--- config.mk ---
export PLATFORM = sky130hd
export DESIGN_NAME = burst_addr_gen
export DESIGN_NICKNAME = d
export VERILOG_FILES = /design/src/rtl/bac_pkg.sv /design/src/rtl/bac_mask_reg.sv /design/src/rtl/bac_counter.sv /design/src/rtl/burst_addr_gen.sv
export SDC_FILE = /design/constraint.sdc
export NUM_CORES = 1
export LEC_CHECK = 0
export BUFFER_PORTS_ARGS = -buffer_cell sky130_fd_sc_hd__buf_2
export CORE_ASPECT_RATIO = 1.5
export CORE_MARGIN = 10
export CORE_UTILIZATION = 35
export CTS_CLUSTER_DIAMETER = 60
export CTS_CLUSTER_SIZE = 40
export DETAILED_ROUTE_END_ITERATION = 6
export GPL_TIMING_DRIVEN = 1
export SETUP_SLACK_MARGIN = 0.05
export SYNTH_ARGS = -nofsm -noshare
export SYNTH_HDL_FRONTEND = slang
export SYNTH_HIERARCHICAL = 1
export SYNTH_SLANG_ARGS = --single-unit
--- constraint.sdc ---
create_clock -name clk_i -period 1.4 [get_ports clk_i]
set_clock_uncertainty 0.15 [all_clocks]
set_input_delay 0.14 -clock clk_i [delete_from_list [all_inputs] [get_ports clk_i]]
set_output_delay 0.14 -clock clk_i [all_outputs]
set_load 0.005 [all_outputs]
--- src/rtl/bac_pkg.sv ---
package bac_pkg;

  typedef enum logic [2:0] {
    CNT_HOLD,
    CNT_MRST,
    CNT_CLR,
    CNT_LOAD,
    CNT_RETX,
    CNT_INC
  } cnt_op_e;

  typedef enum logic [1:0] {
    MSK_HOLD,
    MSK_MRST,
    MSK_SET,
    MSK_LOAD
  } msk_op_e;

endpackage

--- src/rtl/bac_mask_reg.sv ---
module bac_mask_reg
  import bac_pkg::*;
#(
  parameter int AW = 6
) (
  input  logic          clk_i,
  input  logic          rst_ni,
  input  msk_op_e       op_i,
  input  logic [AW-1:0] addr_i,
  output logic [AW-1:0] mask_o,
  output logic          err_o
);

  // pattern: up to two low 0s, one run of 1s, then 0s only
  function automatic logic pattern_ok(input logic [AW-1:0] m);
    logic [AW-1:0] rest;
    if (m == '0) return 1'b0;
    if (m[2:0] == 3'b000) return 1'b0;
    rest = m[0] ? m : (m[1] ? (m >> 1) : (m >> 2));
    return ((rest & (rest + 1'b1)) == '0);
  endfunction

  logic [AW-1:0] mask_q, mask_d;
  logic          mask_en;
  logic          err_q, err_d;
  logic          load_ok;

  always_comb begin
    load_ok = pattern_ok(addr_i);
    mask_d  = mask_q;
    mask_en = 1'b0;
    err_d   = 1'b0;
    unique case (op_i)
      MSK_MRST, MSK_SET: begin
        mask_d  = '1;
        mask_en = 1'b1;
      end
      MSK_LOAD: begin
        mask_d  = addr_i;
        mask_en = load_ok;
        err_d   = !load_ok;
      end
      default: ;
    endcase
  end

  always_ff @(posedge clk_i or negedge rst_ni) begin
    if (!rst_ni) begin
      mask_q <= '1;
      err_q  <= 1'b0;
    end else begin
      if (mask_en) mask_q <= mask_d;
      err_q <= err_d;
    end
  end

  assign mask_o = mask_q;
  assign err_o  = err_q;

  AST_BAD_MASK_KEPT: assert property (@(posedge clk_i) disable iff (!rst_ni)
    (op_i == MSK_LOAD) && !pattern_ok(addr_i) |=> $stable(mask_o) && err_o);

  AST_MASK_SET_ONES: assert property (@(posedge clk_i) disable iff (!rst_ni)
    (op_i == MSK_SET) |=> (mask_o == '1));

endmodule

--- src/rtl/bac_counter.sv ---
module bac_counter
  import bac_pkg::*;
#(
  parameter int AW = 6
) (
  input  logic          clk_i,
  input  logic          rst_ni,
  input  cnt_op_e       op_i,
  input  logic [AW-1:0] mask_i,
  input  logic [AW-1:0] addr_i,
  input  logic          busy_cap_i,
  input  logic          mrst_i,
  output logic [AW-1:0] cnt_o,
  output logic [AW-1:0] busy_o,
  output logic          irq_n_o
);

  logic [AW-1:0] cnt_q, cnt_d;
  logic [AW-1:0] mir_q, mir_d;
  logic [AW-1:0] busy_q, busy_d;
  logic          cnt_en, mir_en, busy_en;
  logic          irq_n_q, irq_n_d;
  logic [AW-1:0] step;
  logic [AW-1:0] inc_val;
  logic          at_top;

  always_comb begin
    step    = mask_i & (~mask_i + 1'b1);
    inc_val = (cnt_q & ~mask_i) | ((cnt_q + step) & mask_i);
    at_top  = ((cnt_q & mask_i) == mask_i);

    cnt_d   = cnt_q;
    mir_d   = mir_q;
    cnt_en  = 1'b1;
    mir_en  = 1'b0;
    irq_n_d = 1'b1;
    unique case (op_i)
      CNT_MRST: begin
        cnt_d  = '0;
        mir_d  = '0;
        mir_en = 1'b1;
      end
      CNT_CLR:  cnt_d = cnt_q & ~mask_i;
      CNT_LOAD: begin
        cnt_d  = addr_i;
        mir_d  = addr_i;
        mir_en = 1'b1;
      end
      CNT_RETX: cnt_d = mir_q;
      CNT_INC: begin
        cnt_d   = inc_val;
        irq_n_d = !at_top;
      end
      default: cnt_en = 1'b0;
    endcase

    busy_en = mrst_i || busy_cap_i;
    busy_d  = mrst_i ? '0 : cnt_q;
  end

  always_ff @(posedge clk_i or negedge rst_ni) begin
    if (!rst_ni) begin
      cnt_q   <= '0;
      mir_q   <= '0;
      busy_q  <= '0;
      irq_n_q <= 1'b1;
    end else begin
      if (cnt_en)  cnt_q  <= cnt_d;
      if (mir_en)  mir_q  <= mir_d;
      if (busy_en) busy_q <= busy_d;
      irq_n_q <= irq_n_d;
    end
  end

  assign cnt_o   = cnt_q;
  assign busy_o  = busy_q;
  assign irq_n_o = irq_n_q;

  AST_MASKED_FROZEN: assert property (@(posedge clk_i) disable iff (!rst_ni)
    (op_i == CNT_INC) |=> ((cnt_o & ~$past(mask_i)) == ($past(cnt_o) & ~$past(mask_i))));

  AST_CLR_FIELD: assert property (@(posedge clk_i) disable iff (!rst_ni)
    (op_i == CNT_CLR) |=> ((cnt_o & $past(mask_i)) == '0));

  AST_LOAD_MIRROR: assert property (@(posedge clk_i) disable iff (!rst_ni)
    (op_i == CNT_LOAD) |=> (mir_q == cnt_o));

  AST_IRQ_AT_WRAP: assert property (@(posedge clk_i) disable iff (!rst_ni)
    !irq_n_o |-> ((cnt_o & $past(mask_i)) == '0));

  AST_HOLD_STABLE: assert property (@(posedge clk_i) disable iff (!rst_ni)
    (op_i == CNT_HOLD) |=> $stable(cnt_o));

endmodule

--- src/rtl/burst_addr_gen.sv ---
module burst_addr_gen
  import bac_pkg::*;
#(
  parameter int AW          = 6,
  parameter int SYNC_STAGES = 2
) (
  input  logic          clk_i,
  input  logic          rst_ni,
  input  logic          mrst_i,
  input  logic          cnt_rst_i,
  input  logic          cnt_load_i,
  input  logic          retx_i,
  input  logic          cnt_inc_i,
  input  logic          msk_rst_i,
  input  logic          msk_load_i,
  input  logic          busy_cap_i,
  input  logic [AW-1:0] addr_i,
  output logic [AW-1:0] addr_o,
  output logic [AW-1:0] mask_o,
  output logic [AW-1:0] busy_addr_o,
  output logic          cnt_irq_n_o,
  output logic          msk_err_o
);

  localparam int SyncMsb = SYNC_STAGES - 1;

  // asynchronous assert, synchronous release
  logic [SYNC_STAGES-1:0] rst_sync_q;
  logic                   rst_sync_n;

  generate
    if (SYNC_STAGES == 1) begin : g_sync1
      always_ff @(posedge clk_i or negedge rst_ni) begin
        if (!rst_ni) rst_sync_q <= '0;
        else         rst_sync_q <= 1'b1;
      end
    end else begin : g_syncn
      always_ff @(posedge clk_i or negedge rst_ni) begin
        if (!rst_ni) rst_sync_q <= '0;
        else         rst_sync_q <= {rst_sync_q[SYNC_STAGES-2:0], 1'b1};
      end
    end
  endgenerate

  assign rst_sync_n = rst_sync_q[SyncMsb];

  cnt_op_e cnt_op;
  msk_op_e msk_op;

  always_comb begin
    if      (mrst_i)     cnt_op = CNT_MRST;
    else if (cnt_rst_i)  cnt_op = CNT_CLR;
    else if (cnt_load_i) cnt_op = CNT_LOAD;
    else if (retx_i)     cnt_op = CNT_RETX;
    else if (cnt_inc_i)  cnt_op = CNT_INC;
    else                 cnt_op = CNT_HOLD;

    if      (mrst_i)     msk_op = MSK_MRST;
    else if (msk_rst_i)  msk_op = MSK_SET;
    else if (msk_load_i) msk_op = MSK_LOAD;
    else                 msk_op = MSK_HOLD;
  end

  bac_mask_reg #(.AW(AW)) u_mask (
    .clk_i  (clk_i),
    .rst_ni (rst_sync_n),
    .op_i   (msk_op),
    .addr_i (addr_i),
    .mask_o (mask_o),
    .err_o  (msk_err_o)
  );

  bac_counter #(.AW(AW)) u_cnt (
    .clk_i      (clk_i),
    .rst_ni     (rst_sync_n),
    .op_i       (cnt_op),
    .mask_i     (mask_o),
    .addr_i     (addr_i),
    .busy_cap_i (busy_cap_i),
    .mrst_i     (mrst_i),
    .cnt_o      (addr_o),
    .busy_o     (busy_addr_o),
    .irq_n_o    (cnt_irq_n_o)
  );

  AST_MASK_NO_CNT: assert property (@(posedge clk_i) disable iff (!rst_sync_n)
    (cnt_op == CNT_HOLD) && (msk_op != MSK_HOLD) |=> $stable(addr_o));

  AST_MRST_STATE: assert property (@(posedge clk_i) disable iff (!rst_sync_n)
    mrst_i |=> (addr_o == '0) && (mask_o == '1) && (busy_addr_o == '0));

endmodule

# Word-level counts from Yosys, hierarchy flattened

Cells that the tools add are included.

Bitwise gates (word level): 7
Add/subtract/negate cells: 3
Reductions and logical operators: 15
Multiplexer cells: 26
Equality and inequality tests: 9

Operators with widths:

| operator              | count |
|---|---|
| $and A6 B6 Y6         | 5 |
| $pmux W6 S5           | 1 |
| $pmux W6 S2           | 2 |
| $mux W3               | 5 |
| $add A6 B1 Y6 const B | 2 |
| $logic_not A6 Y1      | 2 |
| $mux W6               | 2 |
| $mux W1               | 11 |
| $add A6 B6 Y6         | 1 |
| $eq A3 B2 Y1 const B  | 2 |
| $eq A3 B3 Y1 const B  | 2 |
| $eq A6 B6 Y1          | 1 |
| $mux W2               | 3 |
| $not A6 Y6            | 1 |
| $or A6 B6 Y6          | 1 |
| $reduce_and A2 Y1     | 3 |
| $mux W5               | 1 |
| $reduce_bool A5 Y1    | 1 |
| $reduce_or A5 Y1      | 1 |
| $eq A2 B2 Y1 const B  | 2 |
| $reduce_bool A2 Y1    | 2 |
| $reduce_or A2 Y1      | 2 |
| $eq A3 B1 Y1 const B  | 1 |
| $logic_not A3 Y1      | 1 |
| 4 further kinds       | 5 |

Input bits: 16
Output and inout bits: 20
Word-level logic and storage cells: 67
Register bits: 28

# Depth between registers and ports, before layout

Gate-level depths: netlist of run 1.

Depth in word-level cells: 9
Depth in mapped cells: 8
Mapped depth without buffers: 7

# Cells and area by module

Netlist of run 1, hierarchy kept.

By module, submodules not included:

| module         | times used | seq. area each (um^2) | area an instance (um^2) | cells an instance |
|---|---|---|---|---|
| bac_counter    | 1          | 476.7                 | 1308.8                  | 153 |
| bac_mask_reg   | 1          | 182.7                 | 409.1                   | 40 |
| burst_addr_gen | 1          | 50.0                  | 110.1                   | 14 |

# Least setup slack after synthesis of run 1

Ideal clock, no wire load.

Path kind: flip-flop to flip-flop
Start: register u_mask.mask_q[0], in the netlist u_mask/mask_o[0]
End: register u_cnt.cnt_q[5], in the netlist u_cnt/cnt_o[5]
Data required time: 1.170 ns
Buffers on the path: 0
Setup time: 0.080 ns
Path slack: -0.886 ns
Clock period less this slack: 2.286 ns
Cell stages (with the launch flop): 8
Arrival time: 2.055 ns
Cells stage by stage: dfstp_2 inv_1 and3_1 ha_1 o21ai_0 or3b_2 a221o_1 o211ai_2

Longest elaborated chain between the ends: 7

RTL lines:

| what                   | line               | source |
|---|---|---|
| from (decl)            | bac_mask_reg.sv:23 | `logic [AW-1:0] mask_q, mask_d;` |
| from (signal assigned) | bac_mask_reg.sv:52 | `if (mask_en) mask_q <= mask_d;` |
| $not A6 Y6             | bac_counter.sv:28  | `step = mask_i & (~mask_i + 1'b1);` |
| $add A6 B1 Y6          | bac_counter.sv:28  |  |
| $and A6 B6 Y6 (*)      | bac_counter.sv:28  |  |
| $add A6 B6 Y6 (*)      | bac_counter.sv:29  | `inc_val = (cnt_q & ~mask_i) \| ((cnt_q + step) & mask_i);` |
| $and A6 B6 Y6 (*)      | bac_counter.sv:29  |  |
| $or A6 B6 Y6 (*)       | bac_counter.sv:29  |  |
| $pmux W6 S5 (*)        | bac_counter.sv:37  | `unique case (op_i)` |
| to (signal assigned)   | bac_counter.sv:68  | `if (cnt_en) cnt_q <= cnt_d;` |
| to (decl)              | bac_counter.sv:18  | `logic [AW-1:0] cnt_q, cnt_d;` |

Every way passes the cells marked *; elsewhere a longest branch is shown, timed or not.
A chain may end at the register's enable or synchronous reset.

# Worst setup path in the final report of run 1

Start: register u_mask.mask_q[1], in the netlist u_mask/mask_o[1]
End: register u_cnt.cnt_q[5], in the netlist u_cnt/cnt_o[5]

Same word-level chain as after synthesis.

==> results.yml, run 1 <==
critical_path:
  timing_worst_setup_path_type: "reg -> reg"
  regToRegSetupSlack_ns: -0.78
  crit_start: "u_mask/mask_o[1]"
  end_kind: "flip-flop"
  start_kind: "flip-flop"
  timing.critical_path.required_ns: 1.47
  critical_path.max_fanout: 4
  critical_path.reg2reg.endpoint: "u_cnt/cnt_o[5]"
  worst_r2r_startpoint: "u_mask/mask_o[1]"
  r2r_cell_count: 6
  arrival_ns: 2.25
final_layout:
  final_core_utilization_pct: 54.4
  fin_cells: 362
  layout.filler_cells: 504
  area_delta_synth_final_pct: 52.4
  layout-drive-gt1-share_pct: 44.9
  cell_area_after_layout_mm2: 0.00279
  final_nets: 321
  insertedDiodeCount: 0
status:
  status: "complete, but fails checks"
  failed_checks: "setup timing"
global_routing:
  initial_antenna_violation_count: 0
  grt_usage_pct: 13.0
  maximum_number_of_pins_on_one_net_before_global_route_repair: 16
  grt_pass1_vias: 1832
  global_route.overflow_total: 0
  grt_pass1_wl_um: 8960
route:
  drc: 0
  wl_per_cell_um: 15.3
  vias: 1812
  drtIter0Drc: 125
  drt-pass1-iter-count: 4
  routed_via_density: 5.01
  antenna_violating_nets_post_route: 0
  detail_route.wirelength_um: 5520
cts:
  clk_path_buf_depth: 2
  numCtsBuffers: 3
  number_of_h_tree_levels: 1
  numClockSinks: 28
  worst_skew_pair.late_latency_ns: 0.28
  clk_pin_slew_worst_paths_ns: 0.10
  tritoncts: "built"
  cts_root_buf: "clkbuf_8"
yosys:
  netlist-cell-type-count: 50
  ys.flop_type: "dfrtp_1"
  syn-num-nets: 233
  post_synthesis_sequential_area_ratio_pct: 38.8
  synth-async-reset-ratio_pct: 100
  synth.top_cell.area_share_pct: 28.7
  synth.largest_area_cell: "dfrtp_1"
  syn-cell-area_mm2: 0.00183
  syn_warnings: 6
  synth_edf_count: 0
  netlist_top_cells_area: "dfrtp_1 (29%), dfstp_2 (10%), nor2_1 (7.6%)"
  synth.ff_latch_count: 28
  syn_avg_cell_area_um2: 8.83
  number_of_instances_in_the_synthesized_netlist: 207
timing:
  final_min_period_over_clock_period_pct: 156
  timing_hold_violations_final: 0
  hold-worst-slack_ns: 0.00887
  min_clock_period_post_route_ns: 2.18
  max_clock_freq_mhz: 458
  timing.final.ws_setup_ns: -0.781
  drv_slew: 0
  setup_viol_count_final: 7
  final.setup.tns_ns: -3.27
  rsz_0062_raised_after_global_routing: "yes"
power:
  irDropWorstVdd_uv: 411
  power_per_cell_area_mw_per_mm2: 828
  reported_leakage_power_nw: 1.35
  power.total_mw: 2.31
die:
  die_area_mm2: 0.00857
  core.rowCount: 32
  core-area_mm2: 0.00512
  ios: 36
  floorplan.die.width_um: 79.0
  die_h_um: 109
  starting_density_of_the_core_pct: 35.7
placed_design:
  dp_worst_setup_slack_ns: -0.770
  detailed_place.area_mm2: 0.00247
  gp_congestion: 0.867
  io_buffer_count: 35
  hpwl_um: 4400
  placedCellCount: 352
hold_path:
  worst_hold_path.endpoint: "u_cnt/mir_q[3]"
  worstHoldPathType: "in -> reg"
  min_from: "addr_i[3]"
  timing.hold.worst_path_depth: 2
run:
  drv_cap: 0
==> final cells by class <==
cell class	count	area (um^2)	area share, %
clock buffer	4	55.1	1.98
sequential	28	711	25.5
inverter	16	60.1	2.16
multi-input combinational	156	1220	43.8
timing repair buffer	90	656	23.5
tap	68	85.1	3.05
==> cell usage after synthesis, drive strengths merged, types with 2 or more instances <==
library cell	count
a211o	2
dfrtp	21
nor3b	2
nand2	16
o21ai	14
dfstp	7
buf	4
ha	9
a21oi	8
a221oi	2
a21o	4
clkbuf	3
and3	2
nor2	37
inv	16
a211oi	2
nand2b	4
a22oi	9
o21a	4
a22o	2
mux2i	8
o211ai	6
nand3	2
or3	2
==> worst max-delay path: stages, from the launching register on <==
cell      delay (ns)
dfstp_2         0.40
or4_4           0.56
nor2_4          0.11
ha_4            0.14
or3b_4          0.38
a221o_1         0.31
o211ai_2        0.06
==> how the worst max path moves through the flow <==
stage / end / slack (ns)
final: u_cnt/cnt_o[5] / -0.78
after floorplan: u_cnt/cnt_o[5] / -0.76
after global routing: u_cnt/cnt_o[5] / -0.82
after detailed placement: u_cnt/cnt_o[5] / -0.77
after CTS: u_cnt/cnt_o[5] / -0.78
after global placement: u_cnt/cnt_o[5] / -0.74
==> where the power goes <==
group / internal (mW) / switching [mW]
logic: 0.436 / 0.405
registers: 0.892 / 0.0600
clock network: 0.253 / 0.261
==> flip-flops by register name, summed over array words and instances (netlist names) <==
signal         cells
u_cnt/mir_q        6
u_cnt/busy_o       6
rst_sync_q         2
u_mask/err_o       1
u_cnt/cnt_o        6
u_mask/mask_o      6
u_cnt/irq_n_o      1
==> layout by cell type, fill, tap and decap left out, types with 5 or more instances in the layout <==
cell type / count
mux2i_1: 8
nor2_1: 32
inv_1: 15
ha_4: 5
o21ai_0: 12
a22oi_1: 7
dfrtp_1: 20
buf_6: 12
o211ai_1: 5
a21oi_1: 5
buf_2: 30
buf_4: 44
dfstp_2: 7
nand2_1: 16
==> cells by family (layout without fill, tap and decap cells) <==
family,Yosys count,in the layout,share of synthesized area (%)
buffers and inverters,23,110,4.86
muxes,8,8,4.38
other,1,1,0.205
and+or+nand+nor,75,75,20.1
xor gates and xnor gates,2,2,0.958
AOI/OAI and AO/OA,60,60,23.5
DFF,28,28,38.8
adders and majority gates,10,10,7.26
==> metal layers <==
layer / wire [um] / vias to the layer above / track usage, % / part of all wire [%]
li1: - / 907 / - / -
met1: 2200 / 866 / 14.0 / 40
met2: 3080 / 33 / 25.0 / 56
met3: 165 / 6 / 1.50 / 3.0
met4: 77 / 0 / 4.63 / 1.4
met5: 0 / - / 0 / 0
==> what timing repair did <==
item,CTS,global route
endpoints found under the setup margin,13,24
hold buffers,4,0
buffers inserted,2,3
pin swaps,5,2
gates resized for setup,25,17
hold endpoints to repair,3,0
Note: power is estimated with default switching activity, not from simulation.
==> run 2, diff against run 1 <==
--- a/config.mk
+++ b/config.mk
@@ -8,7 +8,7 @@
 export BUFFER_PORTS_ARGS = -buffer_cell sky130_fd_sc_hd__buf_2
 export CORE_ASPECT_RATIO = 1.5
 export CORE_MARGIN = 10
-export CORE_UTILIZATION = 35
+export CORE_UTILIZATION = 25
 export CTS_CLUSTER_DIAMETER = 60
 export CTS_CLUSTER_SIZE = 40
 export DETAILED_ROUTE_END_ITERATION = 6
==> run 2 against run 1 <==
  * The run still ends with setup timing left
  * Worst setup slack got worse by 0.022 ns
  * Routed wire length rose by 13%
  * Count of clock-buffer cells in the layout fell by 1
  * Hold slack improved by 0.0021 ns
  * Combinational power rose by 17%
  * Critical path depth did not move
  * Final cell count rose by 10%
  * First-iteration DRC count fell by 40%
  * Register-to-register slack got worse by 0.02 ns
  * Total power rose by 12%
  * Non-clock buffer count rose by 6
==> results.yml, run 2 (synthesized netlist as in run 1, its figures left out) <==
status:
  status: "complete, but fails checks"
  failed_checks: "setup timing"
critical_path:
  crit_slowest_cell: "or4_4"
  timing_worst_setup_path_type: "reg -> reg"
  critical_path.reg2reg.endpoint: "u_cnt/cnt_o[5]"
  r2r_cell_count: 6
  start_kind: "flip-flop"
  end_kind: "flip-flop"
  critical-path-max-stage-delay_ns: 0.55
  regToRegSetupSlack_ns: -0.80
  critical_path.cell_chain: "or4_4 -> nor2_4 -> ha_4 -> or3b_4 -> a221o_1 -> o211ai_2"
  critical-path-top-delay-family: "simple AND/OR/NAND/NOR gates"
  timing.critical_path.required_ns: 1.45
  cp.buffers_inverters: 0
  critical_path.max_fanout: 4
  arrival_ns: 2.26
  worst_r2r_startpoint: "u_mask/mask_o[2]"
final_layout:
  multi_input_gate_area_mm2: 0.00127
  final_nets: 327
  area_delta_synth_final_pct: 62.2
  seqCellArea_um2: 712
  layout.cells.most_common_list: "buf_4 (45), nor2_1 (32), buf_2 (29)"
  layout.cells.most_common: "buf_4"
  layout-drive-gt1-share_pct: 48.7
  insertedDiodeCount: 0
  final_core_utilization_pct: 41.3
  layout.filler_cells: 711
cts:
  cts_root_buf: "clkbuf_8"
  number_of_h_tree_levels: 1
  clk_path_buf_depth: 2
  numCtsBuffers: 3
  clk_pin_slew_worst_paths_ns: 0.10
  worst_skew_pair.late_latency_ns: 0.27
  numClockSinks: 28
  tritoncts: "built"
die:
  die_area_mm2: 0.0112
  core-area_mm2: 0.00718
  floorplan.die.width_um: 89.8
  die_h_um: 125
  ios: 36
  core.rowCount: 38
  starting_density_of_the_core_pct: 25.5
global_routing:
  busiest_layer: "met2"
  grt_usage_pct: 10.8
  gr-usage-met3_pct: 2.17
  met2_usage_pct: 20.1
  grt_pass1_wl_um: 10100
  global_route.overflow_total: 0
  initial_antenna_violation_count: 0
  maximum_number_of_pins_on_one_net_before_global_route_repair: 27
  grt_pass1_vias: 2068
  met1_use_gr_pct: 10.6
timing:
  setup_viol_count_final: 9
  min_clock_period_post_route_ns: 2.20
  drv_slew: 0
  timing_hold_violations_final: 0
  hold-worst-slack_ns: 0.0110
  final_min_period_over_clock_period_pct: 157
  final.setup.tns_ns: -3.73
  rsz_0062_raised_after_global_routing: "yes"
  max_clock_freq_mhz: 454
  timing.final.ws_setup_ns: -0.804
route:
  routed_via_density: 4.77
  antenna_violating_nets_post_route: 0
  drt-pass1-iter-count: 4
  drtIter0Drc: 75
  drc: 0
  detail_route.wirelength_um: 6230
  vias: 1908
  wl_per_cell_um: 15.6
placed_design:
  dp_worst_setup_slack_ns: -0.780
  gp_congestion: 0.896
  io_buffer_count: 35
  hpwl_um: 4670
hold_path:
  worstHoldPathType: "in -> reg"
  worst_hold_path.endpoint: "u_cnt/mir_q[3]"
  min_from: "addr_i[3]"
  timing.hold.worst_path_depth: 2
power:
  power_per_cell_area_mw_per_mm2: 869
  irDropWorstVdd_uv: 399
  reported_leakage_power_nw: 1.40
run:
  drv_cap: 0
## run 2: cell count changes in the layout (fill, tap and decap cells not counted), sizes merged
| cell | change |
|---|---|
| buf | +9 |
| dlygate4sd3 | -3 |
| bufinv | +1 |
| clkbuf | -1 |
## run 2: area by class of cell
cell class              count  area share [%]
well taps                 100            4.22
inverters                  16            2.03
clock inverters             1            1.01
flip-flops and latches     28            24.0
repair buffers             96            24.6
multi-input cells         156            42.7
clock buffers               3            1.39
## run 2: worst reg2reg max path, cell delays in order (launching register included)
cell and delay (ns):
dfstp_2 0.39, or4_4 0.55, nor2_4 0.14, ha_4 0.15
or3b_4 0.38, a221o_1 0.32, o211ai_2 0.06
## run 2: metal layers
layer	wire length, um	vias to the layer above	part of all wire, %
met2	3490	52	56
met4	178	0	2.9
met1	2340	935	38
li1	-	911	-
met3	228	10	3.7
met5	0	-	0
## run 2: power by group
part           switching (mW)  total (mW)  internal, mW
registers              0.0614       0.954         0.893
logic                   0.469       0.985         0.516
clock network           0.254       0.637         0.383
total                   0.784        2.58          1.79
## run 2: how the worst max path moves through the flow
stage | slack, ns | cells after the start | start | to
floorplan | -0.76 | 6 | u_mask/mask_o[1] | u_cnt/cnt_o[5]
finish | -0.80 | 6 | u_mask/mask_o[2] | u_cnt/cnt_o[5]
global placement | -0.74 | 6 | u_mask/mask_o[1] | u_cnt/cnt_o[5]
global route | -0.86 | 6 | u_mask/mask_o[2] | u_cnt/cnt_o[5]
detailed placement | -0.78 | 6 | u_mask/mask_o[1] | u_cnt/cnt_o[5]
CTS | -0.78 | 6 | u_mask/mask_o[1] | u_cnt/cnt_o[5]
## run 2: metrics by stage
stage | cells | instance area, um^2 | power (mW)
2_1_floorplan | 207 | 1870 | 1.30
3_5_place_dp | 383 | 2500 | 1.68
5_1_grt | 400 | 2970 | 2.73
6_report | 400 | 2970 | 2.58
3_3_place_gp | 383 | 2500 | 1.66
4_1_cts | 397 | 2830 | 2.49
## run 2: what timing repair did
item | 4_1_cts | 5_1_grt
endpoints found under the hold margin | 2 | 0
hold buffers | 1 | 0
pin swaps | 15 | 20
setup endpoints to repair | 15 | 23
gates resized for setup | 34 | 29
buffers inserted | 11 | 8
